<file path="src/rtl/irq_stat_pkg.sv">
// Package: shared register selects, write strobe bundle and named source
// positions for the per-port interrupt status controller.
package irq_stat_pkg;

    // Word address width of the register window.
    localparam int unsigned REG_ADDR_W = 2;

    // Register selects; the numeric codes are the software-visible addresses.
    typedef enum logic [REG_ADDR_W-1:0] {
        SEL_STATUS   = 2'd0,
        SEL_MASK     = 2'd1,
        SEL_MASK_SET = 2'd2,
        SEL_MASK_CLR = 2'd3
    } reg_sel_e;

    // Decoded write strobes, one per writable function.
    typedef struct packed {
        logic status_w1c;
        logic mask_set;
        logic mask_clr;
    } wr_strobe_t;

    // Source positions with a fixed meaning inside the status word.
    localparam int unsigned SRC_ERR_FIRST  = 4;
    localparam int unsigned SRC_ERR_LAST   = 7;
    localparam int unsigned SRC_LINK_UP    = 12;
    localparam int unsigned SRC_LINK_DOWN  = 14;
    localparam int unsigned SRC_MAP_ERR    = 22;
    localparam int unsigned SRC_CPL_TMO    = 23;
    localparam int unsigned SRC_TUNNEL_ERR = 31;

endpackage

</file>
<file path="src/rtl/irq_edge_detect.sv">
// Module: irq_edge_detect
// Produces a one-cycle rise pulse for every source that is high now and was
// low in the previous cycle.
// Assumes: sources are already synchronous to clk. The history register
// resets to 0, so a source that is high when reset is released counts as a
// rising edge in the first cycle.
module irq_edge_detect #(
    parameter int unsigned NUM_SRC = 32
) (
    input  logic               clk,
    input  logic               rst_n,
    input  logic [NUM_SRC-1:0] src_i,
    output logic [NUM_SRC-1:0] rise_o
);

    logic [NUM_SRC-1:0] prev_q;

    // Remember last cycle's source levels.
    always_ff @(posedge clk) begin
        if (!rst_n) begin
            prev_q <= '0;
        end else begin
            prev_q <= src_i;
        end
    end

    // Rise = high now, low before.
    always_comb begin
        rise_o = src_i & ~prev_q;
    end

    // A rise pulse never lasts two cycles in a row on the same bit.
    AST_RISE_SINGLE: assert property (@(posedge clk) disable iff (!rst_n)
        (rise_o != '0) |=> ((rise_o & $past(rise_o)) == '0));

endmodule

</file>
<file path="src/rtl/irq_status_bank.sv">
// Module: irq_status_bank
// Holds the status word. The lowest NUM_LEVEL bits pass the source levels
// straight through. The remaining bits are sticky flags that a rise pulse
// sets and a write-one clear resets, and the rise wins when both arrive in
// the same cycle.
// Assumes: clr_en_i is a single-cycle strobe, and clear data bits for level
// positions are ignored.
module irq_status_bank #(
    parameter int unsigned NUM_SRC   = 32,
    parameter int unsigned NUM_LEVEL = 4
) (
    input  logic               clk,
    input  logic               rst_n,
    input  logic [NUM_SRC-1:0] src_i,
    input  logic [NUM_SRC-1:0] rise_i,
    input  logic               clr_en_i,
    input  logic [NUM_SRC-1:0] clr_data_i,
    output logic [NUM_SRC-1:0] status_o
);

    localparam logic [NUM_SRC-1:0] ALL_ONES  = {NUM_SRC{1'b1}};
    localparam logic [NUM_SRC-1:0] EDGE_MASK = ALL_ONES << NUM_LEVEL;

    logic [NUM_SRC-1:0] edge_q;
    logic [NUM_SRC-1:0] clr_vec;
    logic [NUM_SRC-1:0] rise_edge;

    // Qualify clear data and rise pulses to the edge-triggered positions.
    always_comb begin
        clr_vec   = clr_en_i ? (clr_data_i & EDGE_MASK) : '0;
        rise_edge = rise_i & EDGE_MASK;
    end

    // Sticky flags: clear first, then OR in new edges so a same-cycle edge survives.
    always_ff @(posedge clk) begin
        if (!rst_n) begin
            edge_q <= '0;
        end else begin
            edge_q <= (edge_q & ~clr_vec) | rise_edge;
        end
    end

    // Pick the live level or the sticky flag for each bit.
    for (genvar i = 0; i < NUM_SRC; i++) begin : g_bit
        if (i < NUM_LEVEL) begin : g_level
            assign status_o[i] = src_i[i];
        end else begin : g_edge
            assign status_o[i] = edge_q[i];
        end
    end

    AST_EDGE_LATCH: assert property (@(posedge clk) disable iff (!rst_n)
        (rise_edge != '0) |=> ((edge_q & $past(rise_edge)) == $past(rise_edge)));

    AST_EDGE_STICKY: assert property (@(posedge clk) disable iff (!rst_n)
        !clr_en_i |=> ((edge_q & $past(edge_q)) == $past(edge_q)));

    AST_EDGE_CLEAR: assert property (@(posedge clk) disable iff (!rst_n)
        clr_en_i |=> ((edge_q & $past(clr_data_i & ~rise_i & EDGE_MASK)) == '0));

endmodule

</file>
<file path="src/rtl/irq_mask_bank.sv">
// Module: irq_mask_bank
// Holds the mask word. It is changed only through a set strobe, which ORs
// data ones in, and a clear strobe, which removes data ones. It resets to
// all ones.
// Assumes: at most one of the two strobes is high in a cycle, which the
// address decode guarantees.
module irq_mask_bank #(
    parameter int unsigned NUM_SRC = 32
) (
    input  logic               clk,
    input  logic               rst_n,
    input  logic               set_en_i,
    input  logic               clr_en_i,
    input  logic [NUM_SRC-1:0] data_i,
    output logic [NUM_SRC-1:0] mask_o
);

    logic [NUM_SRC-1:0] mask_q;

    // Atomic set/clear update; all sources masked after reset.
    always_ff @(posedge clk) begin
        if (!rst_n) begin
            mask_q <= '1;
        end else if (set_en_i) begin
            mask_q <= mask_q | data_i;
        end else if (clr_en_i) begin
            mask_q <= mask_q & ~data_i;
        end
    end

    assign mask_o = mask_q;

    AST_MASK_SET: assert property (@(posedge clk) disable iff (!rst_n)
        set_en_i |=> ((mask_q & $past(data_i)) == $past(data_i)));

    AST_MASK_CLR: assert property (@(posedge clk) disable iff (!rst_n)
        clr_en_i |=> ((mask_q & $past(data_i)) == '0));

    AST_MASK_KEEP: assert property (@(posedge clk) disable iff (!rst_n)
        (set_en_i || clr_en_i) |=> ((mask_q ^ $past(mask_q)) == (($past(mask_q) ^ mask_q) & $past(data_i))));

    AST_MASK_HOLD: assert property (@(posedge clk) disable iff (!rst_n)
        (!set_en_i && !clr_en_i) |=> $stable(mask_q));

endmodule

</file>
<file path="src/rtl/irq_reg_decode.sv">
// Module: irq_reg_decode
// Decodes single-cycle bus requests into write strobes and returns
// registered read data one cycle after a read request.
// Assumes: a request is valid for exactly one cycle. Writes to the mask
// address and reads of the set or clear addresses have no register behind
// them.
module irq_reg_decode
    import irq_stat_pkg::*;
#(
    parameter int unsigned NUM_SRC = 32
) (
    input  logic                  clk,
    input  logic                  rst_n,
    input  logic                  valid_i,
    input  logic                  write_i,
    input  logic [REG_ADDR_W-1:0] addr_i,
    input  logic [NUM_SRC-1:0]    status_i,
    input  logic [NUM_SRC-1:0]    mask_i,
    output wr_strobe_t            wr_o,
    output logic [NUM_SRC-1:0]    rdata_o,
    output logic                  rvalid_o
);

    reg_sel_e           sel;
    logic               rd_en;
    logic [NUM_SRC-1:0] rd_mux;

    // Combinational decode of address and direction.
    always_comb begin
        sel           = reg_sel_e'(addr_i);
        rd_en         = valid_i && !write_i;
        wr_o          = '0;
        wr_o.status_w1c = valid_i && write_i && (sel == SEL_STATUS);
        wr_o.mask_set   = valid_i && write_i && (sel == SEL_MASK_SET);
        wr_o.mask_clr   = valid_i && write_i && (sel == SEL_MASK_CLR);
        case (sel)
            SEL_STATUS: rd_mux = status_i;
            SEL_MASK:   rd_mux = mask_i;
            default:    rd_mux = '0;
        endcase
    end

    // Register the read data and its valid flag.
    always_ff @(posedge clk) begin
        if (!rst_n) begin
            rdata_o  <= '0;
            rvalid_o <= 1'b0;
        end else begin
            rvalid_o <= rd_en;
            if (rd_en) begin
                rdata_o <= rd_mux;
            end
        end
    end

    AST_RVALID_FOLLOWS: assert property (@(posedge clk) disable iff (!rst_n)
        rd_en |=> rvalid_o);

    AST_STROBE_ONEHOT: assert property (@(posedge clk) disable iff (!rst_n)
        $onehot0({wr_o.status_w1c, wr_o.mask_set, wr_o.mask_clr}));

endmodule

</file>
<file path="src/rtl/irq_stat_ctrl.sv">
// Module: irq_stat_ctrl
// Per-port interrupt status controller. It combines edge detection, the
// status word, the mask word and the register decode, and registers one
// interrupt output equal to the OR of the unmasked status bits.
// Assumes: source inputs are synchronous to clk, and bus requests last one
// cycle each.
module irq_stat_ctrl
    import irq_stat_pkg::*;
#(
    parameter int unsigned NUM_SRC   = 32,
    parameter int unsigned NUM_LEVEL = 4
) (
    input  logic                  clk,
    input  logic                  rst_n,
    input  logic [NUM_SRC-1:0]    src_i,
    input  logic                  bus_valid_i,
    input  logic                  bus_write_i,
    input  logic [REG_ADDR_W-1:0] bus_addr_i,
    input  logic [NUM_SRC-1:0]    bus_wdata_i,
    output logic [NUM_SRC-1:0]    bus_rdata_o,
    output logic                  bus_rvalid_o,
    output logic                  irq_o
);

    logic [NUM_SRC-1:0] rise;
    logic [NUM_SRC-1:0] status;
    logic [NUM_SRC-1:0] mask;
    wr_strobe_t         wr;
    logic               irq_q;

    irq_edge_detect #(.NUM_SRC(NUM_SRC)) u_edge (
        .clk    (clk),
        .rst_n  (rst_n),
        .src_i  (src_i),
        .rise_o (rise)
    );

    irq_status_bank #(.NUM_SRC(NUM_SRC), .NUM_LEVEL(NUM_LEVEL)) u_status (
        .clk        (clk),
        .rst_n      (rst_n),
        .src_i      (src_i),
        .rise_i     (rise),
        .clr_en_i   (wr.status_w1c),
        .clr_data_i (bus_wdata_i),
        .status_o   (status)
    );

    irq_mask_bank #(.NUM_SRC(NUM_SRC)) u_mask (
        .clk      (clk),
        .rst_n    (rst_n),
        .set_en_i (wr.mask_set),
        .clr_en_i (wr.mask_clr),
        .data_i   (bus_wdata_i),
        .mask_o   (mask)
    );

    irq_reg_decode #(.NUM_SRC(NUM_SRC)) u_dec (
        .clk      (clk),
        .rst_n    (rst_n),
        .valid_i  (bus_valid_i),
        .write_i  (bus_write_i),
        .addr_i   (bus_addr_i),
        .status_i (status),
        .mask_i   (mask),
        .wr_o     (wr),
        .rdata_o  (bus_rdata_o),
        .rvalid_o (bus_rvalid_o)
    );

    // Register the OR of unmasked pending bits onto the output.
    always_ff @(posedge clk) begin
        if (!rst_n) begin
            irq_q <= 1'b0;
        end else begin
            irq_q <= |(status & ~mask);
        end
    end

    assign irq_o = irq_q;

    AST_IRQ_QUIET_MASKED: assert property (@(posedge clk) disable iff (!rst_n)
        (mask == '1) |=> !irq_o);

    AST_IRQ_QUIET_IDLE: assert property (@(posedge clk) disable iff (!rst_n)
        (status == '0) |=> !irq_o);

endmodule

</file>
<file path="config.mk">
export PLATFORM = sky130hd
export DESIGN_NAME = irq_stat_ctrl
export DESIGN_NICKNAME = d
export VERILOG_FILES = /design/src/rtl/irq_stat_pkg.sv /design/src/rtl/irq_edge_detect.sv /design/src/rtl/irq_status_bank.sv /design/src/rtl/irq_mask_bank.sv /design/src/rtl/irq_reg_decode.sv /design/src/rtl/irq_stat_ctrl.sv
export SDC_FILE = /design/constraint.sdc
export NUM_CORES = 1
export LEC_CHECK = 0
export BUFFER_PORTS_ARGS = -buffer_cell sky130_fd_sc_hd__buf_2
export CAP_MARGIN = 25
export CORE_AREA = 2 2 112 114
export DETAILED_ROUTE_END_ITERATION = 16
export DIE_AREA = 0 0 114 116
export GPL_TIMING_DRIVEN = 0
export PLACE_DENSITY = 0.68
export SYNTH_ARGS = -nofsm -noshare
export SYNTH_HDL_FRONTEND = slang
export SYNTH_SLANG_ARGS = --single-unit
export TNS_END_PERCENT = 10
</file>
<file path="constraint.sdc">
create_clock -name clk -period 1.55 [get_ports clk]
set_input_delay 0.155 -clock clk [delete_from_list [all_inputs] [get_ports clk]]
set_output_delay 0.155 -clock clk [all_outputs]
set_load 0.02 [all_outputs]
</file>
==> metrics <==
initial drt markers=between 300 and 400; global-route wire length before repair=20450 um; Synth Net Count=625; HP Start=bus_wdata_i[27]; #FFs+latches synth=122; clock buffer count from CTS=17; cell depth of the worst min-delay path=3; pin count of the biggest net entering global routing=17; GRT Total Usage=between 20% and 30%; hpwl dp=9658 um; RSZ-0062 raised after global routing=no; GR Overflow Total=0; Final Max Slew Viols=0; critical path's slowest cell=nor4_1; Die X-Extent=114 um; FMAX=744.6 MHz; R2R Path Start=u_status.edge_q[26]$_SDFF_PN0_; H-tree depth=4; router iterations before antenna repair=6; leakage=2.888 nW; antenna cells=0; most common cell after layout, fill and taps aside=dfxtp_1; Worst Path Class, Setup=register to register; DRC=0; gpl congestion=0.8784; Final Hold Viols=0; chip height=116 um; WP data required=1.81 ns; Mapped Area=4733 um^2; synth unique cells=22; Place WS=-0.01447 ns; status=finished clean; Max-Cap Viols=0; clock-pin slew on the worst setup and hold paths=0.06 ns; commonest cells after routing, fill and taps aside=122 x dfxtp_1, 113 x buf_2, 97 x nand2_1, 33 x nor2_1; Clock Root Buffer=clkbuf_16; worst rel slew slack=between 60% and 70%; Worst path max stage delay=0.47 ns; Clock Path Buffers=2; Area growth, synth to finish=33.41%; DR WL/cell=15.36 um; CP Cell Sequence=inv_1 -> o22ai_1 -> nor4_1 -> a41oi_1; full die area=13220 um^2; CTS tree=done; Post-Syn Instances=555; clk_skew=0.007312 ns; initial antenna violation count=0; share of the synthesized area in the top cell type=51.60%; Synth area leader=dfxtp_1; # rows=40; Reg2Reg Depth=4; synth warn=0; fin crit period=1.343 ns; syn avg cell area=8.528 um^2; Ports=104; ANT nets after route=0; setup bufs post-CTS=0; Core ar.=11910 um^2; number of vias per cell=5.124; Slew @ Worst Pin=0.5955 ns; sequential fraction of the synthesis area=51.60%; final setup vio count=0; crit path capture type=register; WP buf/inv=1; Synth area leaders=dfxtp_1 52%, nand2_1 7.7%, a22oi_1 5.1%; share of layout cells above drive strength 1=approximately a fifth; Startpoint Class=register; worst-path fanout max=3; setup TNS=0 ns; Crit path max-delay family=simple AND/OR/NAND/NOR gates; DRT Wirelength=13240 um; worst setup margin=0.2069 ns; vias post-DR=4417; Worst-Skew Late Latency=about 0.42 ns; Pwr Density=about 1300 nW/um^2; Tcrit/Tclk final=86.65%; R2R Path End=irq_o$_SDFF_PN0_; Worst R2R Setup Slack=just over 0.2 ns; WP data arrival=1.60 ns; Clock Sinks=between 100 and 150; Initial Util=roughly two fifths; fin nets=a little under 800; vias in the first global route=4045; maximum vdd drop=0.6219 mV; HP Class=primary input to register; PortBufs=~100
-- through the flow --
| step | utilization (%) | instances | hold slack, ns | area [um^2] | power [W] |
|---|---|---|---|---|---|
| floorplan | - | 555 | 0.2767 | 4733 | 0.003876 |
| CTS | 53.01 | 862 | 0.03434 | 6315 | 0.008270 |
| global placement | 45.53 | 803 | 0.3667 | 5423 | 0.004152 |
| global route | 53.01 | 862 | 0.03879 | 6315 | 0.008508 |
| detailed placement | 45.53 | 803 | 0.3702 | 5423 | 0.004173 |
| finish | 53.01 | 862 | 0.03782 | 6315 | 0.008238 |
-- synthesized netlist by cell type --
cell,count
a21oi_1,28
a22oi_1,32
a41oi_1,1
and2_1,28
and3_1,1
buf_2,12
buf_6,2
clkbuf_1,23
clkinv_1,1
dfxtp_1,122
inv_1,32
nand2_1,97
nand2b_1,1
nor2_1,33
nor2_2,1
nor2b_1,28
nor3_4,1
nor4_1,4
o211ai_1,32
o21a_1,28
o21ai_0,32
o22ai_1,16
-- cell families (layout without fill, tap and decap cells) --
logic type | after synthesis | count (layout) | share of synthesized area (%)
compound gates | 169 | 169 | 23.24
buf+inv | 70 | 230 | 6.186
flops | 122 | 122 | 51.60
simple gates | 194 | 194 | 18.98
-- power by group --
group          leakage, nW  switching [W]  internal (W)  total [W]
sequential            1.01      0.0000669       0.00330    0.00337
combinational         1.60       0.000463      0.000339   0.000802
clock                0.284        0.00142       0.00265    0.00407
-- final cells by class --
class,instances,area (um^2)
Clock buffer,21,470.5
Buffer,37,168.9
Timing Repair Buffer,129,785.8
Multi-Input combinational cell,363,1998
Inverter,33,123.9
Tap cell,147,183.9
Clock inverter,10,141.4
Fill cell,1128,5597
Sequential cell,122,2442
-- worst reg2reg max path: cells and delay by family (launching register included) --
family,cells,cell delay [ns]
AO/OA/AOI/OAI,2,0.34
buffers and inverters,1,0.08
flip-flops,1,0.29
AND/OR/NAND/NOR,1,0.47
-- metal layers --
metal	GRT usage [%]	routed length (um)	up-vias
met2	32.18	6032	185
met5	0	0	-
met3	5.282	988	22
met4	9.350	299	0
met1	26.55	5922	2021
li1	-	-	2189
-- worst max-delay path by stage --
stage / startpoint / end / slack [ns] / cells past startpoint
2_1_floorplan: bus_addr_i[0] / u_status.edge_q[11]$_SDFF_PN0_ / 0.41 / 5
3_3_place_gp: bus_addr_i[0] / register / 0.005 / 4
3_5_place_dp: bus_addr_i[0] / register / -0.01 / 4
4_1_cts: u_status.edge_q[26]$_SDFF_PN0_ / irq_o$_SDFF_PN0_ / 0.24 / 4
5_1_grt: u_status.edge_q[11]$_SDFF_PN0_ / irq_o$_SDFF_PN0_ / 0.13 / 4
6_report: u_status.edge_q[26]$_SDFF_PN0_ / irq_o$_SDFF_PN0_ / 0.21 / 4
-- repair_timing --
item | 4_1_cts | 5_1_grt
hold endpoints to repair | 28 | 0
hold buffers | 28 | 0
resized for setup | 0 | 0
Note: power is estimated with default switching activity, not from simulation.
